[src/rtl/uq_pkg.sv]
`timescale 1ns/1ps
// Shared types for the micro-op queue.
// Assumes nothing beyond IEEE 1800-2017 packages.
package uq_pkg;
    // Which source feeds the output port in a given cycle.
    typedef enum logic [1:0] {
        SRC_NONE   = 2'd0,
        SRC_HEAD   = 2'd1,
        SRC_BYPASS = 2'd2
    } uq_src_e;
endpackage

[src/rtl/uq_admit.sv]
`timescale 1ns/1ps
// Admission logic: normalizes each lane's micro-op count and decides which
// lanes are accepted this cycle. Lanes are taken in order, so the accepted
// lanes always form a prefix. Also reports each lane's entry offset from the
// write pointer.
// Assumes free_cnt is the registered free count, which is <= DEPTH.
module uq_admit #(
    parameter int DEPTH   = 8,
    parameter int LANES   = 2,
    parameter int CNT_W   = 4,
    parameter int MAX_IPC = 0,
    parameter int NW      = 4,
    parameter int SW      = 5
) (
    input  logic                       clk,
    input  logic                       rst_n,
    input  logic [LANES-1:0]           in_valid,
    input  logic [LANES-1:0][CNT_W-1:0] in_uops,
    input  logic [NW-1:0]              free_cnt,
    output logic [LANES-1:0]           in_ready,
    output logic [LANES-1:0]           acc,
    output logic [LANES-1:0][NW-1:0]   norm,
    output logic [LANES-1:0][SW-1:0]   offs,
    output logic [SW-1:0]              acc_sum,
    output logic [NW-1:0]              acc_num
);
    // Per lane: clamp the count to [1, DEPTH].
    for (genvar g = 0; g < LANES; g++) begin : g_norm
        always_comb begin
            if (in_uops[g] == '0)
                norm[g] = NW'(1);
            else if (int'(in_uops[g]) >= DEPTH)
                norm[g] = NW'(DEPTH);
            else
                norm[g] = NW'(in_uops[g]);
        end
    end

    // In-order prefix acceptance under the cap and the free space.
    always_comb begin
        logic          chain;
        logic [SW-1:0] run;
        logic [NW-1:0] num;
        chain = 1'b1;
        run   = '0;
        num   = '0;
        for (int i = 0; i < LANES; i++) begin
            in_ready[i] = chain && (MAX_IPC == 0 || i < MAX_IPC)
                          && ((run + SW'(norm[i])) <= SW'(free_cnt));
            offs[i] = run;
            acc[i]  = chain && in_valid[i] && in_ready[i];
            if (acc[i]) begin
                run = run + SW'(norm[i]);
                num = num + NW'(1);
            end else begin
                chain = 1'b0;
            end
        end
        acc_sum = run;
        acc_num = num;
    end

    // never more lanes accepted than the cap.
    a_r4_ipc_cap: assert property (@(posedge clk) disable iff (!rst_n)
        (MAX_IPC != 0) |-> ($countones(in_valid & in_ready) <= MAX_IPC));

    // what is accepted always fits in the free entries.
    a_r3_fits_free: assert property (@(posedge clk) disable iff (!rst_n)
        acc_sum <= SW'(free_cnt));
endmodule

[src/rtl/uq_slots.sv]
`timescale 1ns/1ps
// Slot storage: one identifier and one normalized count per slot. Only the
// first slot of a token is written. The head slot is read asynchronously.
// Assumes the write addresses of one cycle are distinct.
module uq_slots #(
    parameter int DEPTH = 8,
    parameter int LANES = 2,
    parameter int ID_W  = 6,
    parameter int NW    = 4,
    parameter int PW    = 3
) (
    input  logic                       clk,
    input  logic [LANES-1:0]           wr_en,
    input  logic [LANES-1:0][PW-1:0]   wr_addr,
    input  logic [LANES-1:0][ID_W-1:0] wr_id,
    input  logic [LANES-1:0][NW-1:0]   wr_n,
    input  logic [PW-1:0]              rd_addr,
    output logic [ID_W-1:0]            rd_id,
    output logic [NW-1:0]              rd_n
);
    logic [ID_W-1:0] id_mem [DEPTH];
    logic [NW-1:0]   n_mem  [DEPTH];

    // Write each accepted lane into its first slot.
    always_ff @(posedge clk) begin
        for (int i = 0; i < LANES; i++) begin
            if (wr_en[i]) begin
                id_mem[wr_addr[i]] <= wr_id[i];
                n_mem[wr_addr[i]]  <= wr_n[i];
            end
        end
    end

    // Present the head slot.
    assign rd_id = id_mem[rd_addr];
    assign rd_n  = n_mem[rd_addr];
endmodule

[src/rtl/uq_egress.sv]
`timescale 1ns/1ps
// Output selection: the stored head has priority. In zero-latency mode, an
// empty queue forwards the accepted lane-0 token directly. Reports the pop
// and the number of entries that pop returns.
// Assumes has_head is registered state, so there is no loop through out_ready.
module uq_egress #(
    parameter int ID_W     = 6,
    parameter int NW       = 4,
    parameter int ZERO_LAT = 1
) (
    input  logic            clk,
    input  logic            rst_n,
    input  logic            has_head,
    input  logic [ID_W-1:0] head_id,
    input  logic [NW-1:0]   head_n,
    input  logic            byp_ok,
    input  logic [ID_W-1:0] byp_id,
    input  logic [NW-1:0]   byp_n,
    input  logic            out_ready,
    output logic            out_valid,
    output logic [ID_W-1:0] out_id,
    output logic            pop,
    output logic [NW-1:0]   pop_n
);
    import uq_pkg::*;

    logic    byp_path;
    uq_src_e src;

    // The mode parameter decides whether the bypass path exists.
    if (ZERO_LAT != 0) begin : g_zl
        assign byp_path = byp_ok;
    end else begin : g_dly
        assign byp_path = 1'b0;
    end

    // Pick the source for this cycle.
    always_comb begin
        if (has_head)      src = SRC_HEAD;
        else if (byp_path) src = SRC_BYPASS;
        else               src = SRC_NONE;
    end

    // Drive the output and the returned entry count from the chosen source.
    always_comb begin
        case (src)
            SRC_HEAD:   begin out_valid = 1'b1; out_id = head_id; pop_n = head_n; end
            SRC_BYPASS: begin out_valid = 1'b1; out_id = byp_id;  pop_n = byp_n;  end
            default:    begin out_valid = 1'b0; out_id = '0;      pop_n = '0;     end
        endcase
        pop = out_valid && out_ready;
    end

    // a stalled output keeps its token.
    a_r8_hold_stalled: assert property (@(posedge clk) disable iff (!rst_n)
        (out_valid && !out_ready) |=> (out_valid && $stable(out_id)));

    // delay mode offers only tokens already in storage.
    a_r6_delay_stored: assert property (@(posedge clk) disable iff (!rst_n)
        (ZERO_LAT == 0 && out_valid) |-> has_head);
endmodule

[src/rtl/uop_queue.sv]
`timescale 1ns/1ps
// Variable-occupancy micro-op queue (top). Holds the write and read pointers,
// the free-entry count and the token count, and joins admission, storage and
// egress. Each token takes its normalized micro-op count in entries.
// Assumes DEPTH >= 2 and a synchronous active-low reset.
module uop_queue #(
    parameter int DEPTH    = 8,
    parameter int LANES    = 2,
    parameter int ID_W     = 6,
    parameter int CNT_W    = 4,
    parameter int MAX_IPC  = 0,
    parameter int ZERO_LAT = 1
) (
    input  logic                        clk,
    input  logic                        rst_n,
    input  logic [LANES-1:0]            in_valid,
    input  logic [LANES-1:0][ID_W-1:0]  in_id,
    input  logic [LANES-1:0][CNT_W-1:0] in_uops,
    output logic [LANES-1:0]            in_ready,
    output logic                        out_valid,
    input  logic                        out_ready,
    output logic [ID_W-1:0]             out_id,
    output logic                        busy
);
    localparam int PW = $clog2(DEPTH);
    localparam int NW = $clog2(DEPTH + 1);
    localparam int SW = $clog2((LANES + 1) * DEPTH + 1);

    logic [PW-1:0] wr_ptr, rd_ptr;
    logic [NW-1:0] free_cnt, tok_cnt;

    logic [LANES-1:0]          acc;
    logic [LANES-1:0][NW-1:0]  norm;
    logic [LANES-1:0][SW-1:0]  offs;
    logic [LANES-1:0][PW-1:0]  slot;
    logic [SW-1:0]             acc_sum;
    logic [NW-1:0]             acc_num;
    logic [ID_W-1:0]           head_id;
    logic [NW-1:0]             head_n, pop_n;
    logic                      pop;

    // Modulo-DEPTH add for a pointer plus an offset no larger than DEPTH.
    function automatic logic [PW-1:0] wrap(input logic [SW-1:0] v);
        if (v >= SW'(DEPTH)) return PW'(v - SW'(DEPTH));
        else                 return PW'(v);
    endfunction

    uq_admit #(.DEPTH(DEPTH), .LANES(LANES), .CNT_W(CNT_W), .MAX_IPC(MAX_IPC),
               .NW(NW), .SW(SW)) u_admit (
        .clk(clk), .rst_n(rst_n), .in_valid(in_valid), .in_uops(in_uops),
        .free_cnt(free_cnt), .in_ready(in_ready), .acc(acc), .norm(norm),
        .offs(offs), .acc_sum(acc_sum), .acc_num(acc_num)
    );

    // First slot of each lane: write pointer plus the lane's offset.
    for (genvar g = 0; g < LANES; g++) begin : g_slot
        assign slot[g] = wrap(SW'(wr_ptr) + offs[g]);
    end

    uq_slots #(.DEPTH(DEPTH), .LANES(LANES), .ID_W(ID_W), .NW(NW), .PW(PW)) u_slots (
        .clk(clk), .wr_en(acc), .wr_addr(slot), .wr_id(in_id), .wr_n(norm),
        .rd_addr(rd_ptr), .rd_id(head_id), .rd_n(head_n)
    );

    uq_egress #(.ID_W(ID_W), .NW(NW), .ZERO_LAT(ZERO_LAT)) u_egress (
        .clk(clk), .rst_n(rst_n), .has_head(tok_cnt != '0), .head_id(head_id),
        .head_n(head_n), .byp_ok(acc[0]), .byp_id(in_id[0]), .byp_n(norm[0]),
        .out_ready(out_ready), .out_valid(out_valid), .out_id(out_id),
        .pop(pop), .pop_n(pop_n)
    );

    // Advance the pointers and the counts, or empty the queue on reset.
    always_ff @(posedge clk) begin
        if (!rst_n) begin
            wr_ptr   <= '0;
            rd_ptr   <= '0;
            free_cnt <= NW'(DEPTH);
            tok_cnt  <= '0;
        end else begin
            wr_ptr   <= wrap(SW'(wr_ptr) + acc_sum);
            rd_ptr   <= wrap(SW'(rd_ptr) + (pop ? SW'(pop_n) : '0));
            free_cnt <= NW'(SW'(free_cnt) - acc_sum + (pop ? SW'(pop_n) : '0));
            tok_cnt  <= tok_cnt + acc_num - (pop ? NW'(1) : '0);
        end
    end

    // Report pending work.
    assign busy = (free_cnt != NW'(DEPTH));

    // the free count never exceeds the depth.
    a_r3_no_overflow: assert property (@(posedge clk) disable iff (!rst_n)
        free_cnt <= NW'(DEPTH));

    // with no token held, every entry is free.
    a_r7_empty_all_free: assert property (@(posedge clk) disable iff (!rst_n)
        (tok_cnt == '0) |-> (free_cnt == NW'(DEPTH)));

    // the first cycle after reset starts empty.
    a_r9_reset_empty: assert property (@(posedge clk) disable iff (!rst_n)
        !$past(rst_n) |-> (free_cnt == NW'(DEPTH) && tok_cnt == '0));
endmodule

[config.mk]
export PLATFORM = sky130hd
export DESIGN_NAME = uop_queue
export DESIGN_NICKNAME = d
export VERILOG_FILES = /design/src/rtl/uq_pkg.sv /design/src/rtl/uq_admit.sv /design/src/rtl/uq_slots.sv /design/src/rtl/uq_egress.sv /design/src/rtl/uop_queue.sv
export SDC_FILE = /design/constraint.sdc
export NUM_CORES = 1
export LEC_CHECK = 0
export ABC_AREA = 1
export BUFFER_PORTS_ARGS = -buffer_cell sky130_fd_sc_hd__buf_2
export CAP_MARGIN = 20
export CORE_ASPECT_RATIO = 1.1
export CORE_MARGIN = 10
export CORE_UTILIZATION = 60
export CTS_BUF_LIST = sky130_fd_sc_hd__clkbuf_4 sky130_fd_sc_hd__clkbuf_8
export DETAILED_ROUTE_END_ITERATION = 8
export GPL_ROUTABILITY_DRIVEN = 0
export GPL_TIMING_DRIVEN = 0
export PLACE_DENSITY = 0.79
export SYNTH_ARGS = -nofsm -noshare
export SYNTH_HDL_FRONTEND = slang
export SYNTH_SLANG_ARGS = --single-unit
[constraint.sdc]
create_clock -name clk -period 8.1 [get_ports clk]
set_clock_uncertainty 0.1 [all_clocks]
set_input_delay 1.215 -clock clk [delete_from_list [all_inputs] [get_ports clk]]
set_output_delay 1.215 -clock clk [all_outputs]
set_load 0.01 [all_outputs]
# --- Yosys cells after proc, flatten, opt, wreduce, memory -nomap -nowiden ---
# Memory sizes are Yosys's and may differ from the RTL's. A register that Yosys moved wholly into a read port is not among the register bits.
# Index checks and enable logic that the tools add are counted.
classes:
  add_sub_neg: 13
  mul: 0
  div_mod_pow: 0
  order_cmp: 8
  n_eq_ne: 3
  n_shift: 0
  mux: 25
  n_bitwise: 0
  reduce_logical: 9
ops:
  columns: ["operator", "n"]
  rows:
  - ["$mux 4", 7]
  - ["$mux 3", 6]
  - ["$ge 5x4->1 const B", 3]
  - ["$pmux 6 s2", 1]
  - ["$sub 3x1->3 const B", 4]
  - ["$add 3x4->5", 2]
  - ["$add 4x4->4", 2]
  - ["$ge 4x4->1 const B", 2]
  - ["$logic_not 4->1", 2]
  - ["$pmux 4 s2", 1]
  - ["$mux 1", 7]
  - ["$add 3x5->5", 1]
  - ["$add 4x4->5", 1]
  - ["$le 5x4->1", 1]
  - ["$logic_and 1x1->1", 5]
  - ["$mux 5", 1]
  - ["$ge 3x4->1 const B", 1]
  - ["$le 4x4->1", 1]
  - ["$mux 2", 2]
  - ["$ne 4x4->1 const B", 1]
  - ["$reduce_bool 4->1", 1]
  - ["$sub 4x1->4", 1]
  - ["$sub 4x4->4", 1]
  - ["$add 1x1->2 const B", 1]
  - ["3 further kinds", 3]
word_totals:
  regBits: 14
  latch_bits: 0
  ram_bits: 80
  romBits: 0
  in_bits: 25
  out_inout_bits: 10
  wordCells: 64
  mem_count: 2
memory_table:
  columns: ["memory", "depth", "word_bits", "read_ports", "rd_clocked_by_memory_dff", "write_ports", "line", "text"]
  rows:
  - ["u_slots.id_mem", 8, 6, 1, 1, 2, "uq_slots.sv:21", "logic [ID_W-1:0] id_mem [DEPTH];"]
  - ["u_slots.n_mem", 8, 4, 1, 1, 2, "uq_slots.sv:22", "logic [NW-1:0] n_mem [DEPTH];"]

# --- Logic depth before layout (Yosys ltp) ---
# Gate-level depths: netlist of the first run.
logic_depth:
  word_depth: 16
  depth_mapped: 35

# --- Cells and area by module ---
# A second synthesis of the first run with hierarchy kept.
hier_totals:
  hier_cells: 850
  area_unflattened_um2: 6402.4
by_module_without_submodules:
  columns: ["module", "instances", "cells_each", "area_per_inst_um2", "seq_area_each_um2"]
  rows:
  - ["uq_slots", 1, 579, 4561.9, 2402.3]
  - ["uop_queue", 1, 132, 1051.0, 280.3]
  - ["uq_admit", 1, 104, 628.1, 0.0]
  - ["uq_egress", 1, 35, 161.4, 0.0]

# --- Least setup slack after synthesis of the first run ---
# No wires, ideal clock.
synth_timing:
  path_type: "input to register"
  start: "in in_uops[3] (netlist name)"
  end: "reg free_cnt[3]"
  setup_ps: 127
  arrival_time_ps: 5857
  slack_ps: 2016
  path_stages: 33
  path_cell_list: "buf_6 -> inv_1 -> o21ai_1 -> ha_1 -> inv_1 -> nand2_1 -> nand2_1 -> nand2_1 -> nand2_2 -> nand2_2 -> nand2_2 -> nor2_1 -> ha_1 -> fa_1 -> xor2_1 -> ha_1 -> nand2_1 -> nand2_1 -> nand2_1 -> nand2_1 -> o21ai_2 -> nand3_4 -> o21ai_0 -> fa_1 -> ha_1 -> nand3_1 -> nand2_1 -> xor2_1 -> inv_1 -> nand2_1 -> nand2_1 -> nand2_1 -> nand3_1"
synth_between:
  elab_chain_len: 13
  elab_cells_between_ends: 25
synth_rtl:
  columns: ["element", "line", "text"]
  rows:
  - ["start: declaration", "uop_queue.sv:18", "input logic [LANES-1:0][CNT_W-1:0] in_uops,"]
  - ["$ge 4x4->1", "uq_admit.sv:32", "else if (int'(in_uops[g]) >= DEPTH)"]
  - ["$mux 4", "uq_admit.sv:32", null]
  - ["$mux 4 (*)", "uq_admit.sv:30", "if (in_uops[g] == '0)"]
  - ["$le 4x4->1 (*)", "uq_admit.sv:49", "&& ((run + SW'(norm[i])) <= SW'(free_cnt));"]
  - ["via in_ready[0]", "uop_queue.sv:19", "output logic [LANES-1:0] in_ready,"]
  - ["$logic_and 1x1->1 (*)", "uq_admit.sv:51", "acc[i] = chain && in_valid[i] && in_ready[i];"]
  - ["$mux 4 or $mux 2 (tied branches)", "uq_admit.sv:52, uq_egress.sv:40", null]
  - ["$add 4x4->5 or $mux 2 (tied branches)", "uq_admit.sv:49, uq_admit.sv:53, uq_egress.sv:39", null]
  - ["$le 5x4->1, or another cell as far along", "uq_admit.sv:49", null]
  - ["$logic_and 1x1->1 or $reduce_or 2->1 (tied branches)", null, null]
  - ["$logic_and 1x1->1 or $mux 1 (tied branches)", "uq_admit.sv:51, uq_egress.sv:46", null]
  - ["$mux 5 or $logic_and 1x1->1 (tied branches)", "uq_admit.sv:52, uq_egress.sv:51", null]
  - ["$sub 4x4->4 or $mux 4 (tied branches)", "uop_queue.sv:82", "free_cnt <= NW'(SW'(free_cnt) - acc_sum + (pop ? SW'(pop_n) : '0));"]
  - ["$add 4x4->4 (*)", "uop_queue.sv:82", null]
  - ["end signal: assignment", "uop_queue.sv:77", "free_cnt <= NW'(DEPTH);"]
  - ["end signal: assignment", "uop_queue.sv:82", null]
  - ["end: declaration", "uop_queue.sv:30", "logic [NW-1:0] free_cnt, tok_cnt;"]
# The timed path passes the listed nets; every way through them passes the cells marked *.
# A chain may end at the register's enable or synchronous reset.

# --- Final worst setup path of the first run ---
layout_timing:
  start: "in in_uops[2] (netlist name)"
  end: "reg free_cnt[3]"
layout_between:
  elab_chain_len: 13
  elab_cells_between_ends: 25
layout_rtl:
  columns: ["element", "line"]
  rows:
  - ["$ge 4x4->1", "uq_admit.sv:32"]
  - ["$mux 4", "uq_admit.sv:32"]
  - ["$mux 4 (*)", "uq_admit.sv:30"]
  - ["$le 4x4->1", "uq_admit.sv:49"]
  - ["$logic_and 1x1->1", "uq_admit.sv:51"]
  - ["$mux 4 or $mux 2 (tied branches)", "uq_admit.sv:52, uq_egress.sv:40"]
  - ["$add 4x4->5 or $mux 2 (tied branches)", "uq_admit.sv:49, uq_admit.sv:53, uq_egress.sv:39"]
  - ["$le 5x4->1, or another cell as far along", "uq_admit.sv:49"]
  - ["$logic_and 1x1->1 or $reduce_or 2->1 (tied branches)", null]
  - ["$logic_and 1x1->1 or $mux 1 (tied branches)", "uq_admit.sv:51, uq_egress.sv:46"]
  - ["$mux 5 or $logic_and 1x1->1 (tied branches)", "uq_admit.sv:52, uq_egress.sv:51"]
  - ["$sub 4x4->4 or $mux 4 (tied branches)", "uop_queue.sv:82"]
  - ["$add 4x4->4 (*)", "uop_queue.sv:82"]
# Mark *: on every way between the ends. The rest lies on a longest branch, timed or not.

==> results of run 1 <==
## cell usage after synthesis (14+ instances only)
library cell	n	area share (%)
a21oi_1	14	1.2
dfxtp_1	14	4.8
edfxtp_1	80	41
ha_1	26	5.6
inv_1	76	4.9
nand2_1	161	10
nand3_1	31	2.7
nor2_1	44	2.8
o21ai_0	71	6.1
o21ai_1	27	2.3
o21ai_2	25	3.8
## routing by layer
metal / vias to the layer above / GRT usage (%)
met3: 55 / 3.78
met1: 2365 / 25.7
met5: - / 0
met2: 297 / 41.3
met4: 0 / 11.8
li1: 2357 / -
## report_power, final
part | total, uW | switching, uW | internal, uW
combinational | 1020 | 664 | 352
clock | 282 | 173 | 109
sequential | 667 | 36.3 | 630
## state kept, by name, indices dropped and copies added (netlist names)
name / cells
u_slots.id_mem: 48
free_cnt: 4
u_slots.n_mem: 32
wr_ptr: 3
tok_cnt: 4
rd_ptr: 3
## metrics by stage
step	hold WS (ps)	instance area [um2]	util, %	cells	power (uW)
global placement	452	6140	65.0	819	1610
CTS	490	6330	67.1	839	1950
detailed placement	475	6170	65.3	823	1680
finish	489	6340	67.2	840	1970
global route	524	6340	67.2	840	2110
floorplan	437	5830	-	670	1380
## worst max-delay path, delay by kind of cell
kind | cells | cell delay, ps
AO/OA/AOI/OAI | 4 | 1420
XOR/XNOR | 2 | 430
adder cells (fa/ha/maj) | 6 | 2240
buffers and inverters | 2 | 150
AND/OR/NAND/NOR | 15 | 1290
## worst paths after layout
kind,from,end,slack [ps]
min,tok_cnt[0]$_SDFF_PN0_,tok_cnt[0]$_SDFF_PN0_,490
max reg2reg,free_cnt[1]$_SDFF_PN0_,free_cnt[3]$_SDFF_PN1_,2510
min reg2reg,tok_cnt[0]$_SDFF_PN0_,tok_cnt[0]$_SDFF_PN0_,490
max,in_uops[2],free_cnt[3]$_SDFF_PN1_,1500
## area by class of cell
cell class / count / area [um2] / share of cell area [%]
plain buffers: 36 / 206 / 3.26
clock buffers: 9 / 124 / 1.95
clock inverters: 7 / 41.3 / 0.651
inverters: 78 / 293 / 4.62
multi-input cells: 462 / 2650 / 41.8
flip-flops and latches: 94 / 2680 / 42.3
well taps: 117 / 146 / 2.31
repair buffers: 37 / 198 / 3.12
## cell usage in the layout, fill, tap and decap left out, types with 7 or more instances in the layout
master and n:
clkbuf_8 9, buf_2 45, nor2_1 44, clkbuf_1 13
o21ai_2 25, o221ai_1 8, o21ai_1 30, inv_1 76
fa_1 8, nand3_1 31, nand2_1 161, o21ai_0 68
buf_6 7, dfxtp_1 14, ha_1 26, edfxtp_1 80
a21oi_1 14
## cells by family after synthesis
| group | count (synthesis) | share of synthesized area, % |
|---|---|---|
| AO/OA/AOI/OAI | 163 | 17.1 |
| AND/OR/NAND/NOR | 258 | 18.9 |
| adder cells (fa/ha/maj) | 34 | 8.32 |
| buffers and inverters | 114 | 8.56 |
| flip-flops | 94 | 46.0 |
| XOR/XNOR | 7 | 1.05 |
==> impl_metrics.ini, run 1 <==
[run_status]
status = finished clean

[cts]
cts_sinks = 94
cts_buffers = 9
clockBufferDepth = 2
ctsHoldBuffers = 0
clkTransAtPathRegs_ps = 90
ctsResizeCount = 0
worstSkewPairLatency_ps = 380
cts_htree_levels = 3
cts_root_buffer = clkbuf_8
cts_tree = done
cts_setup_buffers = 0

[hold_path]
hp-class = flip-flop to flip-flop
hold_path_depth = 3

[setup_path]
slowest_stage = o21ai_1
worst-endpoint-arrival_ps = 6760
path_class = input pin to flip-flop
crit_path_start_kind = input pin
cp_max_fo = 10
endpoint_kind = flip-flop
crit_required_ps = 8260
rr_worst_depth = 30
cpPeakStageDelay_ps = 640
cp_common_cell = nand2_1

[sta]
setup_viol = 0
worst_slack_ps = 1500
fin_setup_tns_ps = 0
period_share_pct = 81.5
rsz0062_at_grt = no
hold_viol = 0
worst_pin_slew_ps = 865
fmax_mhz = 152
slew_violations = 0
min_period_ps = 6600
slew_headroom_pct = 42.3

[power_and_ir_drop]
leakage_uw = 0.00269
power_density_nw_per_um2 = 310
worst_ir_drop_vdd_v = 0.000252

[floorplan]
row_count = 37
placeableCoreArea_um2 = 9440
design.die.area_um2 = 14100
io_pins = 35
start_util_pct = 61.8
fp.dieH_um = 123
die_w_um = 114

[route]
wirelength_um = 16000
drt-initial-drc-count = 589
drc_errors = 0
drt-met1-wl_um = 5550
drt_pre_antenna_iters = 6
ant_nets = 0
num_vias = 5074
top_layer = met4
wl_per_cell_um = 19.1
dr_wl_met2_um = 8270
via_per_inst = 6.04
wl_met3_um = 1560

[yosys]
syn_avg_cell_area_um2 = 8.71
synth-main-ff-cell = edfxtp_1
netlist_instances = 670
synth_nets = 729
ys_ff_latch = 94
async_reset_ff_share_pct = 0
synth_cell_types = 37
yosysSeqAreaShare_pct = 46.0
syn_area_um2 = 5830
synth_edf_count = 80
ys_warn_count = 0

[cells_and_area]
syn_to_final_growth_pct = 8.73
drive_gt1_share_pct = 16.3
nets = 777
n_antenna_cell = 0
fill_cells = 780

[global_route]
grt_pass1_vias = 4919
grt.total_usage_pct = 23.0
grt_max_degree = 16
antenna_found_initial = 0
grt_pass1_wl_um = 25200
grt_overflow = 0

[placed_design]
portBuffers = 32
dp_hpwl_um = 11800
pre_cts_ws_ps = 1140

[job]
maxCapViolations = 0
Note: power is estimated with default switching activity, not from simulation.
==> run 2, diff against run 1 <==
--- a/config.mk
+++ b/config.mk
@@ -10,12 +10,12 @@
 export CAP_MARGIN = 20
 export CORE_ASPECT_RATIO = 1.1
 export CORE_MARGIN = 10
-export CORE_UTILIZATION = 60
+export CORE_UTILIZATION = 57
 export CTS_BUF_LIST = sky130_fd_sc_hd__clkbuf_4 sky130_fd_sc_hd__clkbuf_8
 export DETAILED_ROUTE_END_ITERATION = 8
 export GPL_ROUTABILITY_DRIVEN = 0
 export GPL_TIMING_DRIVEN = 0
-export PLACE_DENSITY = 0.79
+export PLACE_DENSITY = 0.78
 export SYNTH_ARGS = -nofsm -noshare
 export SYNTH_HDL_FRONTEND = slang
 export SYNTH_SLANG_ARGS = --single-unit
==> constraint.sdc (replaced) <==
create_clock -name clk -period 5.5 [get_ports clk]
set_clock_uncertainty 0.1 [all_clocks]
set_input_delay 0.825 -clock clk [delete_from_list [all_inputs] [get_ports clk]]
set_output_delay 0.825 -clock clk [all_outputs]
set_load 0.01 [all_outputs]
==> impl_metrics.ini, run 2 (synthesis gave the netlist of run 1 again) <==
[setup_path]
cp_max_fo = 10
cp-startpoint = in_uops[3]
rr_worst_depth = 31
crit_path_start_kind = input pin
crit_path_end = free_cnt[3]$_SDFF_PN1_
endpoint_kind = flip-flop
cp_common_cell = nand2_1
slowest_stage = fa_1
reg2reg_setup_slack_ps = 450
crit_required_ps = 5660
worst-endpoint-arrival_ps = 5370
cpPeakStageDelay_ps = 440
path_class = input pin to flip-flop
r2r_end = free_cnt[3]$_SDFF_PN1_
rr_startpoint = free_cnt[1]$_SDFF_PN0_

[route]
ant_nets = 0
drt_pre_antenna_iters = 6
drc_errors = 0
drt-initial-drc-count = 573
via_per_inst = 5.91
wl_per_cell_um = 18.7
wirelength_um = 15900
num_vias = 5021

[power_and_ir_drop]
p_switching_uw = 1320
p_int_uw = 1640
seqPwrFrac_pct = 33.2
clkPwrFrac_pct = 14.7
power_density_nw_per_um2 = 455
p_sw_share_pct = 44.5
worst_ir_drop_vdd_v = 0.000375
leakage_uw = 0.00273
combinationalPowerShare_pct = 52.1

[cts]
cts_buffers = 9
cts_root_buffer = clkbuf_8
ctsHoldBuffers = 0
clkTransAtPathRegs_ps = 90
cts_tree = done
cts_sinks = 94
cts_htree_levels = 3
worstSkewPairLatency_ps = 380
clockBufferDepth = 2

[cells_and_area]
largest_register_ffs = 48
final_common_cell = nand2_1
fill_cells = 871
n_antenna_cell = 0
nets = 784
design_area_um2 = 6490
syn_to_final_growth_pct = 11.3
drive_gt1_share_pct = 18.8
final_cell_mix = 161 x nand2_1, 80 x edfxtp_1, 75 x inv_1, 66 x o21ai_0, 45 x buf_2

[sta]
worst_pin_slew_ps = 794
slew_headroom_pct = 46.5
fmax_mhz = 192
min_period_ps = 5210
setup_viol = 0
period_share_pct = 94.7
hold-worst-slack_ps = 479
hold_viol = 0
slew_violations = 0

[placed_design]
place_area_um2 = 6170
dp_hpwl_um = 11700
portBuffers = 32

[floorplan]
die_w_um = 116
row_count = 38
io_pins = 35
start_util_pct = 58.7
placeableCoreArea_um2 = 9940
design.die.area_um2 = 14700
fp.dieH_um = 126

[global_route]
grt_max_degree = 17
grt_pass1_vias = 5002
antenna_found_initial = 0
grt_overflow = 0
grt.total_usage_pct = 22.0
grt_pass1_wl_um = 25000

[hold_path]
hp-class = flip-flop to flip-flop

[run_status]
status = finished clean

[job]
maxCapViolations = 0
[run 2: cell types whose count changed in the layout (fill, tap and decap cells not counted), sizes merged]
cell | previous run | this run
clkinvlp | 2 | 4
inv | 78 | 79
buf | 58 | 65
clkinv | 5 | 2
[run 2: repair_timing]
item,CTS,global route
setup buffers,2,5
setup endpoints to repair,25,12
resized for setup,7,8
pin swaps,1,3
[run 2: layout make-up]
| cell class | instances | area, um2 | area share (%) |
|---|---|---|---|
| multi-input cells | 462 | 2730 | 42.1 |
| flip-flops and latches | 94 | 2680 | 41.3 |
| inverters | 78 | 297 | 4.57 |
| repair buffers | 44 | 250 | 3.86 |
| plain buffers | 36 | 206 | 3.18 |
| well taps | 120 | 150 | 2.31 |
| clock buffers | 9 | 124 | 1.91 |
| clock inverters | 7 | 48.8 | 0.752 |
[run 2: per-layer routing]
metal	global-route usage, %	share of wire (%)	up-vias
met2	38.2	51	266
met4	9.87	3.3	0
met1	25.2	37	2331
li1	-	-	2373
met3	4.42	8.5	51
met5	0	0	-
[run 2: power groups by stage]
| stage | registers [uW] | clock network [uW] | logic [uW] |
|---|---|---|---|
| after floorplan | 980 | 0 | 1050 |
| after global placement | 996 | 0 | 1380 |
| after detailed placement | 998 | 0 | 1460 |
| after CTS | 982 | 430 | 1480 |
| after global routing | 993 | 455 | 1720 |
| final | 982 | 434 | 1540 |
[run 2: critical path, delay by kind of cell]
kind	cells	cell delay, ps
AO/OA/AOI/OAI	6	740
adder cells (fa/ha/maj)	5	1590
XOR/XNOR	1	170
AND/OR/NAND/NOR	18	1610
buffers and inverters	4	410
[run 2: stage by stage]
step	setup WS (ps)	power [uW]	setup TNS [ps]	instances	utilization (%)
floorplan	27.8	2030	0	670	-
global placement	-728	2380	-23920	822	61.9
detailed placement	-813	2460	-21630	825	62.1
CTS	36.6	2900	0	843	64.4
global route	-30.5	3170	-30.5	850	65.3
finish	293	2950	0	850	65.3
[run 2: worst min path at each step]
stage	end	startpoint	cells past startpoint
finish	tok_cnt[3]$_SDFF_PN0_	tok_cnt[3]$_SDFF_PN0_	3
CTS	tok_cnt[3]$_SDFF_PN0_	tok_cnt[3]$_SDFF_PN0_	3
global placement	tok_cnt[3]$_SDFF_PN0_	tok_cnt[3]$_SDFF_PN0_	3
floorplan	tok_cnt[0]$_SDFF_PN0_	tok_cnt[0]$_SDFF_PN0_	3
detailed placement	tok_cnt[3]$_SDFF_PN0_	tok_cnt[3]$_SDFF_PN0_	3
global route	tok_cnt[3]$_SDFF_PN0_	tok_cnt[3]$_SDFF_PN0_	3
